<file path="config.mk">
export PLATFORM = sky130hd
export DESIGN_NAME = mesi_snoop_ctrl
export DESIGN_NICKNAME = d
export VERILOG_FILES = /design/src/rtl/mesi_pkg.sv /design/src/rtl/mesi_line_store.sv /design/src/rtl/mesi_snoop_unit.sv /design/src/rtl/mesi_ctrl_fsm.sv /design/src/rtl/mesi_snoop_ctrl.sv
export SDC_FILE = /design/constraint.sdc
export NUM_CORES = 1
export LEC_CHECK = 0
export ABC_AREA = 1
export BUFFER_PORTS_ARGS = -buffer_cell sky130_fd_sc_hd__buf_4
export CAP_MARGIN = 20
export CORE_MARGIN = 1
export CORE_UTILIZATION = 28
export CTS_CLUSTER_SIZE = 10
export DETAILED_ROUTE_END_ITERATION = 16
export GPL_TIMING_DRIVEN = 0
export PLACE_DENSITY = 0.42
export SLEW_MARGIN = 30
export SYNTH_ARGS = -nofsm -noshare
export SYNTH_HDL_FRONTEND = slang
export SYNTH_SLANG_ARGS = --single-unit
</file>
<file path="constraint.sdc">
create_clock -name clk -period 3.2 [get_ports clk]
set_input_delay 0.16 -clock clk [delete_from_list [all_inputs] [get_ports clk]]
set_output_delay 0.16 -clock clk [all_outputs]
set_load 0.01 [all_outputs]
</file>
<file path="src/rtl/mesi_pkg.sv">
package mesi_pkg;

    typedef enum logic [1:0] {
        LS_I = 2'd0,
        LS_S = 2'd1,
        LS_E = 2'd2,
        LS_M = 2'd3
    } line_st_e;

    typedef enum logic [1:0] {
        BC_READ = 2'd0,
        BC_RFO  = 2'd1,
        BC_INV  = 2'd2,
        BC_WB   = 2'd3
    } bus_cmd_e;

    typedef enum logic [2:0] {
        F_IDLE  = 3'd0,
        F_EVICT = 3'd1,
        F_FILL  = 3'd2,
        F_UPGR  = 3'd3,
        F_SNPWB = 3'd4,
        F_RESP  = 3'd5
    } fsm_st_e;

endpackage

</file>
<file path="src/rtl/mesi_line_store.sv">
module mesi_line_store
    import mesi_pkg::*;
#(
    parameter int LINES  = 4,
    parameter int TAG_W  = 6,
    parameter int DATA_W = 8,
    localparam int IDX_W = $clog2(LINES)
) (
    input  logic              clk,
    input  logic              rst_n,
    input  logic              fsm_we,
    input  logic [IDX_W-1:0]  fsm_idx,
    input  line_st_e          fsm_st,
    input  logic              fsm_tag_we,
    input  logic [TAG_W-1:0]  fsm_tag,
    input  logic              fsm_data_we,
    input  logic [DATA_W-1:0] fsm_data,
    input  logic              snp_we,
    input  logic [IDX_W-1:0]  snp_idx,
    input  line_st_e          snp_st,
    output line_st_e          st_o   [LINES],
    output logic [TAG_W-1:0]  tag_o  [LINES],
    output logic [DATA_W-1:0] data_o [LINES]
);

    typedef struct packed {
        line_st_e          st;
        logic [TAG_W-1:0]  tag;
        logic [DATA_W-1:0] data;
    } entry_t;

    for (genvar g = 0; g < LINES; g++) begin : g_line
        entry_t entry_d, entry_q;

        always_comb begin
            entry_d = entry_q;
            if (fsm_we && fsm_idx == IDX_W'(g)) begin
                entry_d.st = fsm_st;
                if (fsm_tag_we)  entry_d.tag  = fsm_tag;
                if (fsm_data_we) entry_d.data = fsm_data;
            end
            // snoop updates win over local ones on the same line
            if (snp_we && snp_idx == IDX_W'(g)) begin
                entry_d.st = snp_st;
            end
        end

        always_ff @(posedge clk) begin
            if (!rst_n) begin
                entry_q <= '{st: LS_I, tag: '0, data: '0};
            end else begin
                entry_q <= entry_d;
            end
        end

        assign st_o[g]   = entry_q.st;
        assign tag_o[g]  = entry_q.tag;
        assign data_o[g] = entry_q.data;
    end

endmodule

</file>
<file path="src/rtl/mesi_snoop_unit.sv">
module mesi_snoop_unit
    import mesi_pkg::*;
#(
    parameter int ADDR_W = 8,
    parameter int LINES  = 4,
    localparam int IDX_W = $clog2(LINES),
    localparam int TAG_W = ADDR_W - IDX_W
) (
    input  logic              clk,
    input  logic              rst_n,
    input  logic              snp_valid,
    input  bus_cmd_e          snp_cmd,
    input  logic [ADDR_W-1:0] snp_addr,
    input  line_st_e          st_i  [LINES],
    input  logic [TAG_W-1:0]  tag_i [LINES],
    input  logic              pend_clear,
    output logic              snp_retry,
    output logic              upd_we,
    output logic [IDX_W-1:0]  upd_idx,
    output line_st_e          upd_st,
    output logic              pend_valid,
    output logic [IDX_W-1:0]  pend_idx,
    output logic              pend_to_inv
);

    typedef struct packed {
        logic             valid;
        logic [IDX_W-1:0] idx;
        logic             to_inv;
    } pend_t;

    pend_t pend_d, pend_q;

    logic [IDX_W-1:0] sidx;
    logic [TAG_W-1:0] stag;
    line_st_e         cur_st;
    logic             hit, is_rd, is_rfo, is_inv;

    always_comb begin
        sidx   = snp_addr[IDX_W-1:0];
        stag   = snp_addr[ADDR_W-1:IDX_W];
        cur_st = st_i[sidx];
        hit    = snp_valid && (cur_st != LS_I) && (tag_i[sidx] == stag);
        is_rd  = (snp_cmd == BC_READ);
        is_rfo = (snp_cmd == BC_RFO);
        is_inv = (snp_cmd == BC_INV);

        snp_retry = hit && (cur_st == LS_M) && (is_rd || is_rfo);

        upd_we  = 1'b0;
        upd_idx = sidx;
        upd_st  = cur_st;
        if (hit) begin
            if (is_inv) begin
                upd_we = 1'b1;
                upd_st = LS_I;
            end else if (is_rfo && cur_st != LS_M) begin
                upd_we = 1'b1;
                upd_st = LS_I;
            end else if (is_rd && cur_st == LS_E) begin
                upd_we = 1'b1;
                upd_st = LS_S;
            end
        end

        pend_d = pend_q;
        if (pend_clear) pend_d.valid = 1'b0;
        if (snp_retry) begin
            if (!pend_q.valid || pend_clear) begin
                pend_d.valid  = 1'b1;
                pend_d.idx    = sidx;
                pend_d.to_inv = is_rfo;
            end else if (pend_q.idx == sidx && is_rfo) begin
                pend_d.to_inv = 1'b1;
            end
        end
    end

    always_ff @(posedge clk) begin
        if (!rst_n) begin
            pend_q <= '0;
        end else begin
            pend_q <= pend_d;
        end
    end

    assign pend_valid  = pend_q.valid;
    assign pend_idx    = pend_q.idx;
    assign pend_to_inv = pend_q.to_inv;

    // checking aid: index of the previous cycle's snoop
    logic [IDX_W-1:0] chk_idx_q;
    always_ff @(posedge clk) begin
        chk_idx_q <= sidx;
    end


    retry_queues_wb_chk: assert property (@(posedge clk) disable iff (!rst_n)
        snp_retry |=> pend_valid);


    snoop_write_drops_chk: assert property (@(posedge clk) disable iff (!rst_n)
        (hit && (is_inv || (is_rfo && cur_st != LS_M))) |=> st_i[chk_idx_q] == LS_I);


    snoop_read_shares_chk: assert property (@(posedge clk) disable iff (!rst_n)
        (hit && is_rd && cur_st == LS_E) |=> st_i[chk_idx_q] == LS_S);

endmodule

</file>
<file path="src/rtl/mesi_ctrl_fsm.sv">
module mesi_ctrl_fsm
    import mesi_pkg::*;
#(
    parameter int ADDR_W = 8,
    parameter int DATA_W = 8,
    parameter int LINES  = 4,
    localparam int IDX_W = $clog2(LINES),
    localparam int TAG_W = ADDR_W - IDX_W
) (
    input  logic              clk,
    input  logic              rst_n,
    input  logic              cpu_req_valid,
    input  logic              cpu_req_write,
    input  logic [ADDR_W-1:0] cpu_req_addr,
    input  logic [DATA_W-1:0] cpu_req_wdata,
    output logic              cpu_done,
    output logic [DATA_W-1:0] cpu_rdata,
    input  line_st_e          st_i   [LINES],
    input  logic [TAG_W-1:0]  tag_i  [LINES],
    input  logic [DATA_W-1:0] data_i [LINES],
    input  logic              pend_valid,
    input  logic [IDX_W-1:0]  pend_idx,
    input  logic              pend_to_inv,
    output logic              pend_clear,
    input  logic              snp_valid,
    input  logic [ADDR_W-1:0] snp_addr,
    output logic              bus_req_valid,
    output bus_cmd_e          bus_req_cmd,
    output logic [ADDR_W-1:0] bus_req_addr,
    output logic [DATA_W-1:0] bus_req_wdata,
    input  logic              bus_ack,
    input  logic [DATA_W-1:0] bus_rdata,
    input  logic              bus_shared,
    output logic              fsm_we,
    output logic [IDX_W-1:0]  fsm_idx,
    output line_st_e          fsm_st,
    output logic              fsm_tag_we,
    output logic [TAG_W-1:0]  fsm_tag,
    output logic              fsm_data_we,
    output logic [DATA_W-1:0] fsm_data
);

    typedef struct packed {
        fsm_st_e           st;
        logic              wr;
        logic [ADDR_W-1:0] addr;
        logic [DATA_W-1:0] wdata;
        logic [DATA_W-1:0] rdata;
    } ctl_t;

    ctl_t ctl_d, ctl_q;

    logic [IDX_W-1:0] cidx, ridx;
    logic [TAG_W-1:0] ctag, rtag;
    logic             chit, same_line_snoop;

    always_comb begin
        cidx = cpu_req_addr[IDX_W-1:0];
        ctag = cpu_req_addr[ADDR_W-1:IDX_W];
        ridx = ctl_q.addr[IDX_W-1:0];
        rtag = ctl_q.addr[ADDR_W-1:IDX_W];
        chit = (st_i[cidx] != LS_I) && (tag_i[cidx] == ctag);
        same_line_snoop = snp_valid && (snp_addr[IDX_W-1:0] == cidx);

        ctl_d       = ctl_q;
        pend_clear  = 1'b0;
        fsm_we      = 1'b0;
        fsm_idx     = ridx;
        fsm_st      = LS_I;
        fsm_tag_we  = 1'b0;
        fsm_tag     = rtag;
        fsm_data_we = 1'b0;
        fsm_data    = ctl_q.wdata;

        unique case (ctl_q.st)
            F_IDLE: begin
                if (pend_valid) begin
                    if (st_i[pend_idx] == LS_M) ctl_d.st = F_SNPWB;
                    else                        pend_clear = 1'b1;
                end else if (cpu_req_valid && !same_line_snoop) begin
                    ctl_d.wr    = cpu_req_write;
                    ctl_d.addr  = cpu_req_addr;
                    ctl_d.wdata = cpu_req_wdata;
                    fsm_idx     = cidx;
                    if (chit) begin
                        if (!cpu_req_write) begin
                            ctl_d.rdata = data_i[cidx];
                            ctl_d.st    = F_RESP;
                        end else if (st_i[cidx] == LS_S) begin
                            ctl_d.st = F_UPGR;
                        end else begin
                            fsm_we      = 1'b1;
                            fsm_st      = LS_M;
                            fsm_data_we = 1'b1;
                            fsm_data    = cpu_req_wdata;
                            ctl_d.rdata = cpu_req_wdata;
                            ctl_d.st    = F_RESP;
                        end
                    end else if (st_i[cidx] == LS_M) begin
                        ctl_d.st = F_EVICT;
                    end else begin
                        fsm_we   = 1'b1;
                        fsm_st   = LS_I;
                        ctl_d.st = F_FILL;
                    end
                end
            end
            F_EVICT: begin
                if (bus_ack) begin
                    fsm_we   = 1'b1;
                    fsm_st   = LS_I;
                    ctl_d.st = F_FILL;
                end
            end
            F_FILL: begin
                if (bus_ack) begin
                    fsm_we      = 1'b1;
                    fsm_tag_we  = 1'b1;
                    fsm_data_we = 1'b1;
                    if (ctl_q.wr) begin
                        fsm_st      = LS_M;
                        fsm_data    = ctl_q.wdata;
                        ctl_d.rdata = ctl_q.wdata;
                    end else begin
                        fsm_st      = bus_shared ? LS_S : LS_E;
                        fsm_data    = bus_rdata;
                        ctl_d.rdata = bus_rdata;
                    end
                    ctl_d.st = F_RESP;
                end
            end
            F_UPGR: begin
                if (st_i[ridx] == LS_I) begin
                    ctl_d.st = F_FILL;
                end else if (bus_ack) begin
                    fsm_we      = 1'b1;
                    fsm_st      = LS_M;
                    fsm_data_we = 1'b1;
                    ctl_d.rdata = ctl_q.wdata;
                    ctl_d.st    = F_RESP;
                end
            end
            F_SNPWB: begin
                if (bus_ack) begin
                    fsm_we     = 1'b1;
                    fsm_idx    = pend_idx;
                    fsm_st     = pend_to_inv ? LS_I : LS_S;
                    pend_clear = 1'b1;
                    ctl_d.st   = F_IDLE;
                end
            end
            F_RESP: begin
                ctl_d.st = F_IDLE;
            end
            default: ctl_d.st = F_IDLE;
        endcase
    end

    always_ff @(posedge clk) begin
        if (!rst_n) begin
            ctl_q <= '{st: F_IDLE, wr: 1'b0, addr: '0, wdata: '0, rdata: '0};
        end else begin
            ctl_q <= ctl_d;
        end
    end

    always_comb begin
        cpu_done      = (ctl_q.st == F_RESP);
        cpu_rdata     = ctl_q.rdata;
        bus_req_valid = 1'b0;
        bus_req_cmd   = BC_READ;
        bus_req_addr  = ctl_q.addr;
        bus_req_wdata = '0;
        unique case (ctl_q.st)
            F_EVICT: begin
                bus_req_valid = 1'b1;
                bus_req_cmd   = BC_WB;
                bus_req_addr  = {tag_i[ridx], ridx};
                bus_req_wdata = data_i[ridx];
            end
            F_FILL: begin
                bus_req_valid = 1'b1;
                bus_req_cmd   = ctl_q.wr ? BC_RFO : BC_READ;
            end
            F_UPGR: begin
                bus_req_valid = 1'b1;
                bus_req_cmd   = BC_INV;
            end
            F_SNPWB: begin
                bus_req_valid = 1'b1;
                bus_req_cmd   = BC_WB;
                bus_req_addr  = {tag_i[pend_idx], pend_idx};
                bus_req_wdata = data_i[pend_idx];
            end
            default: ;
        endcase
    end


    done_single_pulse_chk: assert property (@(posedge clk) disable iff (!rst_n)
        cpu_done |=> !cpu_done);


    wb_only_dirty_chk: assert property (@(posedge clk) disable iff (!rst_n)
        (bus_req_valid && bus_req_cmd == BC_WB) |-> st_i[bus_req_addr[IDX_W-1:0]] == LS_M);


    inv_only_shared_chk: assert property (@(posedge clk) disable iff (!rst_n)
        (bus_req_valid && bus_req_cmd == BC_INV)
            |-> (st_i[ridx] != LS_M && st_i[ridx] != LS_E));


    write_fill_dirty_chk: assert property (@(posedge clk) disable iff (!rst_n)
        (ctl_q.st == F_FILL && bus_ack && ctl_q.wr) |=> st_i[ridx] == LS_M);

endmodule

</file>
<file path="src/rtl/mesi_snoop_ctrl.sv">
module mesi_snoop_ctrl
    import mesi_pkg::*;
#(
    parameter int ADDR_W = 8,
    parameter int DATA_W = 8,
    parameter int LINES  = 4,
    localparam int IDX_W = $clog2(LINES),
    localparam int TAG_W = ADDR_W - IDX_W
) (
    input  logic              clk,
    input  logic              rst_n,
    input  logic              cpu_req_valid,
    input  logic              cpu_req_write,
    input  logic [ADDR_W-1:0] cpu_req_addr,
    input  logic [DATA_W-1:0] cpu_req_wdata,
    output logic              cpu_done,
    output logic [DATA_W-1:0] cpu_rdata,
    output logic              bus_req_valid,
    output logic [1:0]        bus_req_cmd,
    output logic [ADDR_W-1:0] bus_req_addr,
    output logic [DATA_W-1:0] bus_req_wdata,
    input  logic              bus_ack,
    input  logic [DATA_W-1:0] bus_rdata,
    input  logic              bus_shared,
    input  logic              snp_valid,
    input  logic [1:0]        snp_cmd,
    input  logic [ADDR_W-1:0] snp_addr,
    output logic              snp_retry
);

    line_st_e          st_w   [LINES];
    logic [TAG_W-1:0]  tag_w  [LINES];
    logic [DATA_W-1:0] data_w [LINES];

    logic              fsm_we, fsm_tag_we, fsm_data_we;
    logic [IDX_W-1:0]  fsm_idx;
    line_st_e          fsm_st;
    logic [TAG_W-1:0]  fsm_tag;
    logic [DATA_W-1:0] fsm_data;

    logic              upd_we;
    logic [IDX_W-1:0]  upd_idx;
    line_st_e          upd_st;

    logic              pend_valid, pend_to_inv, pend_clear;
    logic [IDX_W-1:0]  pend_idx;
    bus_cmd_e          bus_cmd_w;

    mesi_line_store #(
        .LINES(LINES), .TAG_W(TAG_W), .DATA_W(DATA_W)
    ) store_i (
        .clk(clk), .rst_n(rst_n),
        .fsm_we(fsm_we), .fsm_idx(fsm_idx), .fsm_st(fsm_st),
        .fsm_tag_we(fsm_tag_we), .fsm_tag(fsm_tag),
        .fsm_data_we(fsm_data_we), .fsm_data(fsm_data),
        .snp_we(upd_we), .snp_idx(upd_idx), .snp_st(upd_st),
        .st_o(st_w), .tag_o(tag_w), .data_o(data_w)
    );

    mesi_snoop_unit #(
        .ADDR_W(ADDR_W), .LINES(LINES)
    ) snoop_i (
        .clk(clk), .rst_n(rst_n),
        .snp_valid(snp_valid), .snp_cmd(bus_cmd_e'(snp_cmd)), .snp_addr(snp_addr),
        .st_i(st_w), .tag_i(tag_w), .pend_clear(pend_clear),
        .snp_retry(snp_retry),
        .upd_we(upd_we), .upd_idx(upd_idx), .upd_st(upd_st),
        .pend_valid(pend_valid), .pend_idx(pend_idx), .pend_to_inv(pend_to_inv)
    );

    mesi_ctrl_fsm #(
        .ADDR_W(ADDR_W), .DATA_W(DATA_W), .LINES(LINES)
    ) fsm_i (
        .clk(clk), .rst_n(rst_n),
        .cpu_req_valid(cpu_req_valid), .cpu_req_write(cpu_req_write),
        .cpu_req_addr(cpu_req_addr), .cpu_req_wdata(cpu_req_wdata),
        .cpu_done(cpu_done), .cpu_rdata(cpu_rdata),
        .st_i(st_w), .tag_i(tag_w), .data_i(data_w),
        .pend_valid(pend_valid), .pend_idx(pend_idx), .pend_to_inv(pend_to_inv),
        .pend_clear(pend_clear),
        .snp_valid(snp_valid), .snp_addr(snp_addr),
        .bus_req_valid(bus_req_valid), .bus_req_cmd(bus_cmd_w),
        .bus_req_addr(bus_req_addr), .bus_req_wdata(bus_req_wdata),
        .bus_ack(bus_ack), .bus_rdata(bus_rdata), .bus_shared(bus_shared),
        .fsm_we(fsm_we), .fsm_idx(fsm_idx), .fsm_st(fsm_st),
        .fsm_tag_we(fsm_tag_we), .fsm_tag(fsm_tag),
        .fsm_data_we(fsm_data_we), .fsm_data(fsm_data)
    );

    assign bus_req_cmd = bus_cmd_w;


    no_retry_idle_chk: assert property (@(posedge clk) disable iff (!rst_n)
        snp_retry |-> snp_valid);

endmodule

</file>
# Word level (Yosys, flattened, before mapping)
# Cells that the tools add are included.
[totals]
register_bits = 96
out_inout_bits = 29
word_cells = 243
[classes]
order_cmp = 4
n_eq_ne = 34
n_mux = 129
n_bitwise = 5
n_reduce_logical = 51
[ops]
columns = ["cell", "count"]
rows = [
  ["8-bit two-way mux", 24],
  ["6-bit two-way mux", 12],
  ["16-bit two-way mux", 4],
  ["2-bit two-way mux", 31],
  ["6-bit binary-select mux with 2-bit select", 4],
  ["8-bit binary-select mux with 2-bit select", 3],
  ["8-bit case mux with 2 select lines", 3],
  ["3-bit two-way mux", 10],
  ["28-bit two-way mux", 1],
  ["1-bit two-way mux", 24],
  ["8-bit case mux with 3 select lines", 1],
  ["2-bit AND reduction", 10],
  ["2-bit equality test, second input constant", 9],
  ["1-bit logical AND", 18],
  ["2-bit binary-select mux with 2-bit select", 4],
  ["3-bit case mux with 5 select lines", 1],
  ["2-bit != test, second input constant", 7],
  ["2-bit nonzero test", 7],
  ["6-bit equality test", 2],
  ["3-bit >= comparator, second input constant", 4],
  ["2-bit inverter with 3-bit output", 4],
  ["2-bit by 1-bit equality test with 1-bit output, second input constant", 4],
  ["2-bit logical NOT", 4],
  ["2-bit case mux with 4 select lines", 1],
  ["other kinds (23)", 31],
]

# Logic depth before layout (Yosys ltp)
[logic_depth]
word_depth = 14
depth_mapped = 20

# Hierarchy
# A second synthesis with hierarchy kept.
[unflattened]
hier_cells = 1208
hier_area_um2 = 7168.1
[modules_own_cells]
columns = ["module", "n_inst", "cells_per_inst", "area_per_inst_um2"]
rows = [
  ["mesi_ctrl_fsm", 1, 735, 3872.5],
  ["mesi_line_store", 1, 329, 2492.4],
  ["mesi_snoop_unit", 1, 144, 803.3],
]

# Worst setup path before layout
# Ideal clock, no wire load.
[synth_path]
path_kind = "reg-to-reg"
start = "reg fsm_i.ctl_q[25] in the netlist's numbering"
end = "reg store_i.g_line[0].entry_q, in the netlist store_i.tag_o[18]"
setup_time_ns = 0.110
arrival_time_ns = 1.867
t_required_ns = 3.090
slack_ns = 1.223
path_stages_with_launch = 16
n_path_buf = 1
period_less_slack_ns = 1.977
cell_sequence = "dfxtp_1 > nor2_1 > inv_2 > nor2_4 > nand2_2 > nor2_4 > inv_2 > buf_6 > nand3_1 > nand3_1 > nor2_1 > nand2_2 > nor2_2 > nand2_1 > nand2_1 > nor2_1"
[synth_via]
elab_chain_len = 5
word_cells_on_any_way = 12
[synth_rtl]
columns = ["element", "line", "text"]
rows = [
  ["from (decl)", "mesi_ctrl_fsm.sv:51", "ctl_t ctl_d, ctl_q;"],
  ["from (signal assigned)", "mesi_ctrl_fsm.sv:161", "ctl_q <= '{st: F_IDLE, wr: 1'b0, addr: '0, wdata: '0, rdata: '0};"],
  ["from (signal assigned)", "mesi_ctrl_fsm.sv:163", "ctl_q <= ctl_d;"],
  ["3-bit by 2-bit equality test with 1-bit output, or another cell as far along", "mesi_ctrl_fsm.sv:75", "unique case (ctl_q.st)"],
  ["3-bit OR reduction (no source line) or 2-bit case mux with 2 select lines (tied branches)", "--", ""],
  ["1-bit case mux with 3 select lines or 2-bit logical NOT (tied branches)", "mesi_ctrl_fsm.sv:75, mesi_line_store.sv:37", ""],
  ["1-bit logical AND", "mesi_line_store.sv:37", "if (fsm_we && fsm_idx == IDX_W'(g)) begin"],
  ["2-bit AND reduction (no source line) *", "--", ""],
  ["to (signal assigned)", "mesi_line_store.sv:50", "entry_q <= '{st: LS_I, tag: '0, data: '0};"],
  ["to (signal assigned)", "mesi_line_store.sv:52", "entry_q <= entry_d;"],
  ["to (decl)", "mesi_line_store.sv:33", "entry_t entry_d, entry_q;"],
]
# Every way passes the cells marked *; elsewhere a longest branch is shown, timed or not.
# A chain may end at the register's enable or synchronous reset.

# Final worst setup path
[layout_path]
start = "reg snoop_i.pend_q, in the netlist snoop_i.pend_idx[0]"
end = "out bus_req_wdata[2]"
[layout_via]
elab_chain_len = 5
[layout_rtl]
columns = ["element", "line", "text"]
rows = [
  ["from (decl)", "mesi_snoop_unit.sv:32", "pend_t pend_d, pend_q;"],
  ["from (signal assigned)", "mesi_snoop_unit.sv:83", "pend_q <= pend_d;"],
  ["2-bit inverter with 3-bit output (implied by the code)", "mesi_ctrl_fsm.sv:193", "bus_req_wdata = data_i[pend_idx];"],
  ["8-bit binary-select mux with 2-bit select", "mesi_ctrl_fsm.sv:193", ""],
  ["8-bit two-way mux (implied by the code) (2 in a row)", "mesi_ctrl_fsm.sv:193", ""],
  ["8-bit case mux with 2 select lines", "mesi_ctrl_fsm.sv:174", "unique case (ctl_q.st)"],
  ["to (decl)", "mesi_snoop_ctrl.sv:21", "output logic [DATA_W-1:0] bus_req_wdata,"],
]
# Every way passes these cells. The select of a mux whose other input is x is not followed.

==> impl_results.md <==
* CP max stage cell: clkbuf_1
* Pins Over Slew Limit at 0
* Worst min path class: input pin to register
* Cell mode on critical path: clkbuf_1
* F_max at 0.340 GHz
* ANT cells at 0
* Gpl congestion at just over 0.9
* CTS clk-pin slew, worst paths at 0.08 ns
* Final core occ at 0.332
* CP Data Required Time at 3.04 ns
* Root Driver: clkbuf_16
* Setup WS pre-CTS at 0.296 ns
* Warnings, synthesis at 0
* Clock skew at 0.0109 ns
* Post-synthesis sequential area ratio at 0.269
* Remaining global-route overflow at 0
* Largest family of logic cells by synthesized area: simple AND/OR/NAND/NOR gates
* Crit path buf inv count at 5
* Ys flop type: dfxtp_1
* Rows at 58
* Final cell count without fillers at 1642
* PostCTS Resize Cnt at 0
* Largest net degree at the start of global routing at 19
* RSZ-0062 raised after global routing: false
* CTS max path bufs at 2
* Multiplexer area fraction after synthesis at 0
* Final TNS setup at 0 ns
* Post-synthesis cell area at just over 7000 um2
* #FFs+latches synth at 96
* Asr flop ratio synth at 0
* Worst hold slack at 0.0592 ns
* Post-synthesis xor/xnor area fraction at 0.00123
* CP top delay family: buffers and inverters
* Slew at the pin closest to its max-slew limit at 0.865 ns
* TritonCTS clock tree: built
* WS Path Type: register to primary output
* Adder-cell area share of the yosys netlist at 0
* Max-Cap Viols at 0
* Nets at roughly 1.3k
* Inst Count DP at 1626
* Post-Synth Simple-Gate Area at 0.351
* R2R Path Start: fsm_i.ctl_q[27]$_SDFFE_PN0P_
* Syn Area/Cell at ~5.8 um2
* Cts hold-fix bufs at 0
* Largest stage delay on the critical path at 0.55 ns
* CP max FO at 10
* Initial antenna violation count at 0
* Io pins at 70
* Status: finished clean
* Mapped Nets at approximately 1.3k
* Via count at 8289
* Die area at 26100 um2
* Die W at 162 um
* Crit path cell chain: clkbuf_1 -> inv_1 -> clkbuf_1 -> clkbuf_1 -> a21oi_1 -> o21ai_0 -> nand2_1 -> a22o_1 -> buf_4
* Final WS setup at 0.256 ns
* Min Tclk post-route at just under 3 ns
* Total CTS buffers at 9
* Crit share post-route at 0.920
* Post-Route WL at 32000 um
* DRT antenna net count at 0
* Hold Vio Cnt, Final at 0
* First-pass GRT wire length at 48000 um
* CP startpoint: snoop_i.pend_idx[0]$_SDFFE_PN0P_
* GRT Total Usage at 0.249
* DR DRC count at 0
* Mean routed wirelength per cell at between 15 and 20 um
* I/O Buffers at 64
* Power density over cell area at 410 nW/um2
* Starting Density at 0.284
* Vias in the first global route at between 7k and 8k
* Layout cells sized above 1 at 0.120
* Clock Latency Late Sink at 0.37 ns
* Hold Startpoint: cpu_req_wdata[4]
* Vias per cell at 5.05
* Setup violators final at 0
* CP Capture Type: primary output
* H-tree lvl count at 3
* 1st-iter DRT viols at 573
* Area delta synth->final at 16.9%
* Data arrival, critical path at 2.78 ns
* HPWL after DPL at 24400 um
* Clock sinks at 96
* Maximum VDD drop at 0.199 mV
* Core Area at 25100 um2
* Post-synth EDFFs at 0
* CP startpoint kind: register
* Complex-gate fraction of the synthesized area at 0.240
* Leakage power at roughly 0.0036 uW
* Post-CTS Setup Bufs at 0
* Netlist cell types at 40
* Slew margin rel. at 0.421
* Synth Instances at 1232
* Die Ht at 162 um
* DRT Pass-1 Iters at 5
## tightest hold or removal path: cells and delay by family
family / cells / cell delay [ns]
AO/OA/AOI/OAI: 1 / 0.11
buffers and inverters: 2 / 0.12
## metrics by stage
stage / cell area (um2) / total power (uW)
2_1_floorplan: 7140 / 1870
3_3_place_gp: 8030 / 2240
3_5_place_dp: 8030 / 2230
4_1_cts: 8350 / 3450
5_1_grt: 8350 / 3590
6_report: 8350 / 3420
## sequential cells by signal (all words and copies together) (netlist names)
| name | count |
|---|---|
| fsm_i.cpu_rdata | 8 |
| fsm_i.ctl_q | 14 |
| fsm_i.fsm_tag | 6 |
| snoop_i.pend_idx | 2 |
| snoop_i.pend_to_inv | 1 |
| snoop_i.pend_valid | 1 |
| store_i.data_o | 32 |
| store_i.st_o | 8 |
| store_i.tag_o | 24 |
## logic make-up (layout without fill, tap and decap cells)
logic type | Yosys count | in the layout
buffers and inverters | 235 | 315
XOR/XNOR | 1 | 1
AND/OR/NAND/NOR | 587 | 587
AO/OA/AOI/OAI | 313 | 313
flip-flops | 96 | 96
## final timing paths
path / depth (start not counted) / endpoint / slack, ns
worst max-delay path: 9 / bus_req_wdata[2] / 0.26
worst min-delay path: 3 / fsm_i.ctl_q[12]$_SDFFE_PN0P_ / 0.06
worst min register to register: 2 / store_i.data_o[11]$_SDFFE_PN0P_ / 0.47
worst max register to register: 14 / store_i.tag_o[15]$_SDFFE_PN0P_ / 0.40
## report_power, final
| part | internal, uW | total (uW) | switching [uW] | leakage (uW) |
|---|---|---|---|---|
| logic | 290 | 902 | 612 | 0.00265 |
| registers | 1250 | 1310 | 60.1 | 0.000779 |
| clock network | 626 | 1210 | 585 | 0.000155 |
## cells in the final DEF, fill, tap and decap left out, types with 2 or more instances in the layout
cell         n
buf_4       74
a22oi_1      7
inv_2       15
inv_1      150
a22o_1       5
nand2_1    343
clkbuf_1    35
nand3_4      2
o21ai_0    116
clkbuf_16    9
nand3b_1     5
nand2_2     12
a21o_1       2
nand3_2      4
inv_6        2
nand3_1     70
dfxtp_1     96
a21oi_1    152
nor2_4       5
buf_6        7
o2111ai_1    7
o211ai_1     9
buf_1        4
nand4_1     17
o31ai_1      2
a211o_1      5
buf_2        9
nor3_1       4
nor2_1     114
clkinv_1     4
o22ai_1      2
nor2_2       9
## per-layer routing
layer / up-vias / part of all wire / wire, um / global-route usage
met2: 274 / 0.46 / 14800 / 0.401
li1: 4134 / - / - / -
met3: 70 / 0.052 / 1670 / 0.0358
met5: - / 0 / 0 / 0
met1: 3811 / 0.44 / 14000 / 0.325
met4: 0 / 0.049 / 1570 / 0.127
## cells in the mapped netlist, types with 2 or more instances
cell type,n,share of area
nand2_1,343,0.18
a21oi_1,152,0.11
inv_1,150,0.079
o21ai_0,116,0.081
nor2_1,114,0.060
dfxtp_1,96,0.27
nand3_1,70,0.049
clkbuf_1,35,0.018
nand4_1,17,0.015
inv_2,15,0.0079
nand2_2,12,0.011
buf_4,10,0.011
buf_2,9,0.0063
nor2_2,9,0.0079
o211ai_1,9,0.0095
a22oi_1,7,0.0074
buf_6,7,0.011
o2111ai_1,7,0.0086
a211o_1,5,0.0061
a22o_1,5,0.0061
nand3b_1,5,0.0053
nor2_4,5,0.0079
buf_1,4,0.0021
clkinv_1,4,0.0021
nand3_2,4,0.0056
nor3_1,4,0.0028
a21o_1,2,0.0021
nand3_4,2,0.0049
o22ai_1,2,0.0018
o31ai_1,2,0.0021
## layout make-up
cell class,count,area (um2)
Tap cell,330,413
Multi-Input combinational cell,901,4230
Clock buffer,9,225
Clock inverter,7,88.8
Timing Repair Buffer,64,480
Sequential cell,96,1920
Buffer,65,345
Fill cell,2911,16800
Inverter,170,641
Note: power is estimated with default switching activity, not from simulation.
